**config.mk**
```make
export PLATFORM = sky130hd
export DESIGN_NAME = spi_frame_slave
export DESIGN_NICKNAME = d
export VERILOG_FILES = /design/src/rtl/spi_slave_pkg.sv /design/src/rtl/spi_sync.sv /design/src/rtl/spi_frame_ctr.sv /design/src/rtl/spi_shift_reg.sv /design/src/rtl/spi_frame_slave.sv
export SDC_FILE = /design/constraint.sdc
export NUM_CORES = 1
export LEC_CHECK = 0
export BUFFER_PORTS_ARGS = -buffer_cell sky130_fd_sc_hd__buf_2
export CAP_MARGIN = 20
export CELL_PAD_IN_SITES_DETAIL_PLACEMENT = 0
export CELL_PAD_IN_SITES_GLOBAL_PLACEMENT = 2
export CORE_MARGIN = 5
export CORE_UTILIZATION = 35
export CTS_CLUSTER_SIZE = 20
export DETAILED_ROUTE_END_ITERATION = 10
export PLACE_DENSITY = 0.87
export SETUP_SLACK_MARGIN = 0.02
export SYNTH_ARGS = -nofsm -noshare
export SYNTH_HDL_FRONTEND = slang
export SYNTH_SLANG_ARGS = --single-unit
export TNS_END_PERCENT = 30
```
**constraint.sdc**
```tcl
create_clock -name clk_i -period 2 [get_ports clk_i]
set_clock_uncertainty 0.15 [all_clocks]
set_input_delay 0.5 -clock clk_i [delete_from_list [all_inputs] [get_ports clk_i]]
set_output_delay 0.5 -clock clk_i [all_outputs]
set_load 0.05 [all_outputs]
```
**src/rtl/spi_slave_pkg.sv**
```systemverilog
package spi_slave_pkg;
  localparam int unsigned WORD_W = 16;
  localparam int unsigned RSV_LO = 7;
  localparam int unsigned RSV_HI = 12;

  // status bits that always read as zero
  function automatic logic [WORD_W-1:0] status_mask();
    logic [WORD_W-1:0] m;
    for (int unsigned i = 0; i < WORD_W; i++)
      m[i] = !((i >= RSV_LO) && (i <= RSV_HI));
    return m;
  endfunction
endpackage

```
**src/rtl/spi_sync.sv**
```systemverilog
module spi_sync #(
  parameter int unsigned W       = 3,
  parameter int unsigned STAGES  = 2,
  parameter logic [W-1:0] RST_VAL = '0
) (
  input  logic         clk_i,
  input  logic         rst_ni,
  input  logic [W-1:0] d_i,
  output logic [W-1:0] q_o
);
  logic [STAGES-1:0][W-1:0] pipe_q;

  always_ff @(posedge clk_i or negedge rst_ni) begin
    if (!rst_ni) pipe_q <= {STAGES{RST_VAL}};
    else         pipe_q <= {pipe_q[STAGES-2:0], d_i};
  end

  assign q_o = pipe_q[STAGES-1];
endmodule

```
**src/rtl/spi_frame_ctr.sv**
```systemverilog
module spi_frame_ctr #(
  parameter int unsigned WORD_W = 16
) (
  input  logic clk_i,
  input  logic rst_ni,
  input  logic start_i,
  input  logic edge_i,
  input  logic end_i,
  input  logic sclk_lvl_i,
  output logic ok_o
);
  localparam int unsigned CNT_W = (WORD_W > 1) ? $clog2(WORD_W) : 1;
  localparam logic [CNT_W-1:0] CNT_LAST = CNT_W'(WORD_W - 1);

  logic [CNT_W-1:0] cnt_q;
  logic             seen_q;

  always_ff @(posedge clk_i or negedge rst_ni) begin
    if (!rst_ni) begin
      cnt_q  <= '0;
      seen_q <= 1'b0;
    end else if (start_i) begin
      cnt_q  <= '0;
      seen_q <= 1'b0;
    end else if (edge_i) begin
      cnt_q  <= (cnt_q == CNT_LAST) ? '0 : cnt_q + 1'b1;
      seen_q <= 1'b1;
    end
  end

  assign ok_o = end_i && seen_q && (cnt_q == '0) && !sclk_lvl_i;

  // idle edges (chip-select high) must not move the counter
  assert_cnt_idle_R9: assert property (@(posedge clk_i) disable iff (!rst_ni)
    (!edge_i && !start_i) |=> ($stable(cnt_q) && $stable(seen_q)));
endmodule

```
**src/rtl/spi_shift_reg.sv**
```systemverilog
module spi_shift_reg #(
  parameter int unsigned WORD_W = 16
) (
  input  logic              clk_i,
  input  logic              rst_ni,
  input  logic              load_i,
  input  logic              stop_i,
  input  logic              shift_i,
  input  logic              si_i,
  input  logic [WORD_W-1:0] par_i,
  output logic              active_o,
  output logic              so_o,
  output logic              so_oe_o,
  output logic [WORD_W-1:0] word_o
);
  logic [WORD_W-1:0] sh_q;
  logic              active_q;

  always_ff @(posedge clk_i or negedge rst_ni) begin
    if (!rst_ni) begin
      sh_q     <= '0;
      active_q <= 1'b0;
    end else begin
      if (load_i)      active_q <= 1'b1;
      else if (stop_i) active_q <= 1'b0;
      if (load_i)                   sh_q <= par_i;
      else if (shift_i && active_q) sh_q <= {si_i, sh_q[WORD_W-1:1]};
    end
  end

  assign active_o = active_q;
  assign so_oe_o  = active_q;
  assign so_o     = active_q & sh_q[0];
  assign word_o   = sh_q;

  assert_oe_off_R2: assert property (@(posedge clk_i) disable iff (!rst_ni)
    stop_i |=> !so_oe_o);

  assert_tw_first_R3: assert property (@(posedge clk_i) disable iff (!rst_ni)
    load_i |=> (so_oe_o && (so_o == $past(par_i[0]))));
endmodule

```
**src/rtl/spi_frame_slave.sv**
```systemverilog
module spi_frame_slave
  import spi_slave_pkg::*;
#(
  parameter int unsigned SYNC_STAGES = 2
) (
  input  logic              clk_i,
  input  logic              rst_ni,
  input  logic              csb_i,
  input  logic              sclk_i,
  input  logic              si_i,
  input  logic [WORD_W-1:0] status_i,
  output logic              so_o,
  output logic              so_oe_o,
  output logic [WORD_W-1:0] ctrl_o,
  output logic              frame_ok_o
);
  localparam logic [WORD_W-1:0] STATUS_MASK = status_mask();

  logic [2:0] pins_s;
  logic       csb_s, sclk_s, si_s;
  logic       csb_d, sclk_d;
  logic       csb_fall, csb_rise, sclk_rise;
  logic       active, ok_c;
  logic [WORD_W-1:0] word;
  logic [WORD_W-1:0] ctrl_q;
  logic              ok_q;

  spi_sync #(.W(3), .STAGES(SYNC_STAGES), .RST_VAL(3'b100)) u_sync (
    .clk_i, .rst_ni,
    .d_i ({csb_i, sclk_i, si_i}),
    .q_o (pins_s)
  );
  assign {csb_s, sclk_s, si_s} = pins_s;

  always_ff @(posedge clk_i or negedge rst_ni) begin
    if (!rst_ni) begin
      csb_d  <= 1'b1;
      sclk_d <= 1'b0;
    end else begin
      csb_d  <= csb_s;
      sclk_d <= sclk_s;
    end
  end

  assign csb_fall  = csb_d & ~csb_s;
  assign csb_rise  = ~csb_d & csb_s;
  assign sclk_rise = ~sclk_d & sclk_s;

  spi_shift_reg #(.WORD_W(WORD_W)) u_shift (
    .clk_i, .rst_ni,
    .load_i   (csb_fall),
    .stop_i   (csb_rise),
    .shift_i  (sclk_rise),
    .si_i     (si_s),
    .par_i    (status_i & STATUS_MASK),
    .active_o (active),
    .so_o     (so_o),
    .so_oe_o  (so_oe_o),
    .word_o   (word)
  );

  spi_frame_ctr #(.WORD_W(WORD_W)) u_ctr (
    .clk_i, .rst_ni,
    .start_i    (csb_fall),
    .edge_i     (sclk_rise & active),
    .end_i      (csb_rise),
    .sclk_lvl_i (sclk_s),
    .ok_o       (ok_c)
  );

  always_ff @(posedge clk_i or negedge rst_ni) begin
    if (!rst_ni) begin
      ctrl_q <= '0;
      ok_q   <= 1'b0;
    end else begin
      ok_q <= ok_c;
      if (ok_c) ctrl_q <= word;
    end
  end

  assign ctrl_o     = ctrl_q;
  assign frame_ok_o = ok_q;

  assert_pulse_single_R5: assert property (@(posedge clk_i) disable iff (!rst_ni)
    frame_ok_o |=> !frame_ok_o);

  assert_ctrl_hold_R7: assert property (@(posedge clk_i) disable iff (!rst_ni)
    !frame_ok_o |-> $stable(ctrl_o));

  assert_sclk_high_reject_R8: assert property (@(posedge clk_i) disable iff (!rst_ni)
    (csb_rise && sclk_s) |=> !frame_ok_o);
endmodule

```
==> results.cfg, run 1 <==
[status]
outcome = finished, final reports clean

[run]
maxCapViolations = 0

[synthesis]
syn_area_per_cell_um2 = 12.7
syn_nets = 176
ys.flop_type = dfrtp_1
synth_common_cells = 44 x dfrtp_1, 25 x nand2_1, 12 x o21ai_0, 11 x a21oi_1, 10 x mux2i_1
ys_seq_elements = 47
synth_top_area_frac = 0.573
synth-edff-count = 0
ys_warn_count = 0
ys_seq_area_frac = 0.614
synth_most_common_cell = dfrtp_1
syn_inst = 151
syn_area_um2 = 1920
ys_top_cells_by_area = dfrtp_1 57%, mux2_4 7.0%, mux2i_1 5.2%
synth_largest_area_cell = dfrtp_1
ys_types = 24
async_reset_ff_frac = 1.00

[finish]
fillers = 532
drive_gt1_frac = 0.340
n_antenna_cell = 0
nets = 215
syn_to_final_growth_pct = 19.9
fin_cells = 263

[placed_design]
gp_congestion = 0.722
placed_cells = 254
io_buffers = 33
place_hpwl_um = 2320
dp_slack_ns = 0.0985

[die]
die-area_um2 = 7070
io_pins = 40
chipHeight_um = 84.1
row_count = 27
die_x_um = 84.1
start_util = 0.356
core-area_um2 = 5410

[timing]
tightest_slew_ns = 0.421
worst_hold_slack_ns = 0.151
hold_viol_final = 0
period_share = 0.938
slew_viol_final = 0
setup_viol = 0
fin_setup_tns_ns = 0
rsz0062_at_grt = no
setup_ws_ns = 0.124
period_minus_slack_ns = 1.88
fmaxAchievable_mhz = 533
slew_headroom = 0.720

[clocking]
post_cts_buffers = 0
cts_buffers = 5
clockRootBuffer = clkbuf_8
cts_resized = 0
clk_latency_ns = 0.29
htreeDepth = 2
cts.sinks = 47
cts_tree = built
ctsHoldBuffers = 1
clk_path_buf_depth = 2
clkTransAtPathRegs_ns = 0.08

[setup_path]
crit_path_end_kind = register
critPathKind = reg2reg
crit_fanout = 17
critPathRequiredTime_ns = 2.03
critPathArrivalTime_ns = 1.91
startpoint_type = register

[routing]
detail-route-antenna-nets = 0
routedWlPerCell_um = 12.5
route.detailed.drc = 0
via_per_inst = 4.54
drt-initial-drc-count = 20
num_vias = 1194
wl_um = 3290
dr.pass1.iters = 4

[global_routing]
grt_pass1_vias = 1247
antenna_found_initial = 0
grt-ovfl-total = 0
grt_pass1_wl_um = 5750
grt_max_degree = 25
grtUsageTotal = 0.101

[power_and_ir_drop]
power_density_nw_per_um2 = 1040
leakagePower_uw = 0.00120
peakVddDrop_uv = 724

[hold_path]
hp-class = in2reg
==> worst paths after layout <==
check                                  from            endpoint  slack, ns  cells after the start
min reg2reg                u_sync.pipe_q[0]       u_sync.q_o[0]       0.20                      0
min in group asynchronous            rst_ni           ctrl_o[2]       0.50                      2
min                                   csb_i    u_sync.pipe_q[2]       0.15                      1
max reg2reg                           csb_d           ctrl_o[0]       0.12                      5
max in group asynchronous            rst_ni  u_shift.word_o[13]       0.69                      3
max                                   csb_d           ctrl_o[0]       0.12                      5
==> layout make-up <==
| type | count | area, µm² | share of cell area |
|---|---|---|---|
| Sequential cell | 47 | 1180 | 0.512 |
| Multi-Input combinational cell | 91 | 679 | 0.295 |
| Timing Repair Buffer | 39 | 225 | 0.0978 |
| Tap cell | 72 | 90.1 | 0.0391 |
| Clock buffer | 7 | 76.3 | 0.0331 |
| Clock inverter | 1 | 30.0 | 0.0130 |
| Inverter | 6 | 22.5 | 0.00978 |
==> flip-flops by register name, summed over array words and instances, names as in the netlist, 3 cells and up <==
name / cells
ctrl_o: 16
u_shift.word_o: 16
u_ctr.cnt_q: 4
u_sync.pipe_q: 3
u_sync.q_o: 3
==> critical path, stage by stage (launching register included) <==
cell      delay (ns)
dfstp_2         0.54
inv_1           0.04
ha_1            0.16
and4bb_1        0.23
nand3b_4        0.28
mux2_2          0.37
==> placed cells by master (no fill, tap or decap), types with 2 or more instances in the layout <==
| master | instances |
|---|---|
| buf_4 | 4 |
| clkbuf_1 | 2 |
| nand3_1 | 2 |
| mux2_4 | 9 |
| buf_2 | 33 |
| inv_1 | 6 |
| nand2_1 | 25 |
| clkbuf_8 | 5 |
| nor2_1 | 2 |
| dfrtp_1 | 44 |
| mux2_2 | 8 |
| o21ai_0 | 12 |
| a21oi_1 | 11 |
| ha_1 | 4 |
| dfstp_2 | 3 |
| mux2i_1 | 10 |
==> through the flow <==
| step | total power, µW | area, µm² | util |
|---|---|---|---|
| after floorplan | 1590 | 1920 | - |
| after global placement | 1750 | 2190 | 0.405 |
| after detailed placement | 1760 | 2190 | 0.405 |
| after CTS | 2440 | 2300 | 0.426 |
| after global routing | 2520 | 2300 | 0.426 |
| final | 2400 | 2300 | 0.426 |
==> where the power goes <==
| group | switching [µW] | internal [µW] | total [µW] |
|---|---|---|---|
| Clock | 292 | 374 | 666 |
| Sequential | 75.9 | 1080 | 1150 |
| Combinational | 398 | 179 | 577 |
==> layer usage <==
metal  GRT usage  up-vias  part of all wire
met5           0        -                 0
met1       0.133      572              0.49
met3      0.0395        5             0.059
li1            -      587                 -
met4      0.0307        0             0.014
met2       0.155       30              0.43
==> cells by family after synthesis <==
| logic type | after synthesis | share of synthesized area |
|---|---|---|
| simple gates | 37 | 0.0983 |
| mux | 27 | 0.169 |
| fa+ha+maj | 4 | 0.0260 |
| buf+inv | 13 | 0.0326 |
| compound gates | 23 | 0.0599 |
| flops | 47 | 0.614 |
No activity file was read; power rests on OpenSTA's default activity.
==> inputs of run 2 (changes only) <==
- PLACE_DENSITY: 0.87 -> 0.73
==> results.cfg, run 2 (synthesis results as in run 1) <==
[status]
outcome = finished, final reports clean

[timing]
period_share = 0.944
setup_viol = 0
rsz0062_at_grt = no
fmaxAchievable_mhz = 530
setup_ws_ns = 0.113
slew_headroom = 0.679
slew_viol_final = 0
hold_viol_final = 0
tightest_slew_ns = 0.482
worst_hold_slack_ns = 0.150
fin_setup_tns_ns = 0
period_minus_slack_ns = 1.89

[clocking]
ctsHoldBuffers = 1
clk_path_buf_depth = 2
cts_resized = 0
htreeDepth = 2
cts_tree = built
cts_buffers = 5
cts.sinks = 47
clkTransAtPathRegs_ns = 0.08
clk_latency_ns = 0.29
post_cts_buffers = 0
clockRootBuffer = clkbuf_8

[setup_path]
critPathArrivalTime_ns = 1.92
crit_fanout = 17
r2r_setup_slack_ns = 0.11
slowest_stage = dfstp_2
r2r_end = ctrl_o[3]
startpoint_type = register
crit_path_cell_trace = inv_1, ha_1, and4bb_1, nand3b_4, mux2_2
crit_start = csb_d
critPathRequiredTime_ns = 2.04
reg2reg_depth = 5
cpLargestDelayFamily = flip-flops
path_buf_inv = 1
cp.depth = 5
critPathKind = reg2reg
r2r-start = csb_d
crit_path_end = ctrl_o[3]
crit_path_end_kind = register
cp_slowest_stage_delay_ns = 0.54

[die]
row_count = 27
start_util = 0.356
die-area_um2 = 7070
chipHeight_um = 84.1
io_pins = 40
die_x_um = 84.1
core-area_um2 = 5410

[global_routing]
grt-ovfl-total = 0
antenna_found_initial = 0
grtUsageTotal = 0.112
grt_pass1_wl_um = 6250
grt_max_degree = 32
grt_pass1_vias = 1269

[routing]
num_vias = 1233
drt-initial-drc-count = 58
route.detailed.drc = 0
dr.pass1.iters = 4
routedWlPerCell_um = 13.8
via_per_inst = 4.71
detail-route-antenna-nets = 0
wl_um = 3610

[finish]
n_antenna_cell = 0
fin_cells = 262
syn_to_final_growth_pct = 19.0
fillers = 515
nets = 214
layout_commonest_cell = dfrtp_1
drive_gt1_frac = 0.342
layout_common_cells = 44 x dfrtp_1, 33 x buf_2, 25 x nand2_1

[power_and_ir_drop]
peakVddDrop_uv = 490
power_uw = 2290
leakagePower_uw = 0.00119
power_density_nw_per_um2 = 1000

[hold_path]
hp-class = in2reg

[placed_design]
gp_congestion = 0.799
place_hpwl_um = 2540
placed_cells = 253
dp_slack_ns = 0.0886
io_buffers = 33

[run]
maxCapViolations = 0
[run 2: worst min-delay path by stage]
stage,slack (ns),depth (start not counted),start,to
2_1_floorplan,0.05,0,rst_ni,ctrl_o[0]
3_3_place_gp,0.18,0,u_sync.pipe_q[0],u_sync.q_o[0]
3_5_place_dp,0.19,0,u_sync.pipe_q[1],u_sync.q_o[1]
4_1_cts,0.14,1,csb_i,u_sync.pipe_q[2]
5_1_grt,0.12,1,csb_i,u_sync.pipe_q[2]
6_report,0.15,1,csb_i,u_sync.pipe_q[2]
[run 2: metal layers]
layer / share of wire / up-vias / track usage
met5: 0 / - / 0
met4: 0.018 / 0 / 0.0439
met3: 0.062 / 7 / 0.0405
met2: 0.47 / 33 / 0.175
met1: 0.45 / 608 / 0.141
li1: - / 585 / -
[run 2: report_power, final]
group	internal, µW	switching [µW]	total (µW)
Sequential	1080	74.9	1150
Combinational	180	404	584
Clock	245	310	555
[run 2: final cells by class]
type / count / area [µm²] / share of cell area
flip-flops and latches: 47 / 1180 / 0.516
multi-input cells: 91 / 679 / 0.297
repair buffers: 38 / 230 / 0.101
well taps: 72 / 90.1 / 0.0394
clock buffers: 6 / 72.6 / 0.0317
inverters: 6 / 22.5 / 0.00985
clock inverters: 2 / 12.5 / 0.00547
[run 2: worst reg2reg max path, delay by kind of cell (launching register included)]
family	cells	cell delay (ns)
fa+ha+maj	1	0.16
buf+inv	1	0.04
flops	1	0.54
mux	1	0.38
simple gates	2	0.50
[run 2: metrics by stage]
stage | cell area (µm²) | util
2_1_floorplan | 1920 | -
4_1_cts | 2290 | 0.423
3_5_place_dp | 2190 | 0.406
5_1_grt | 2290 | 0.423
6_report | 2290 | 0.423
3_3_place_gp | 2190 | 0.406
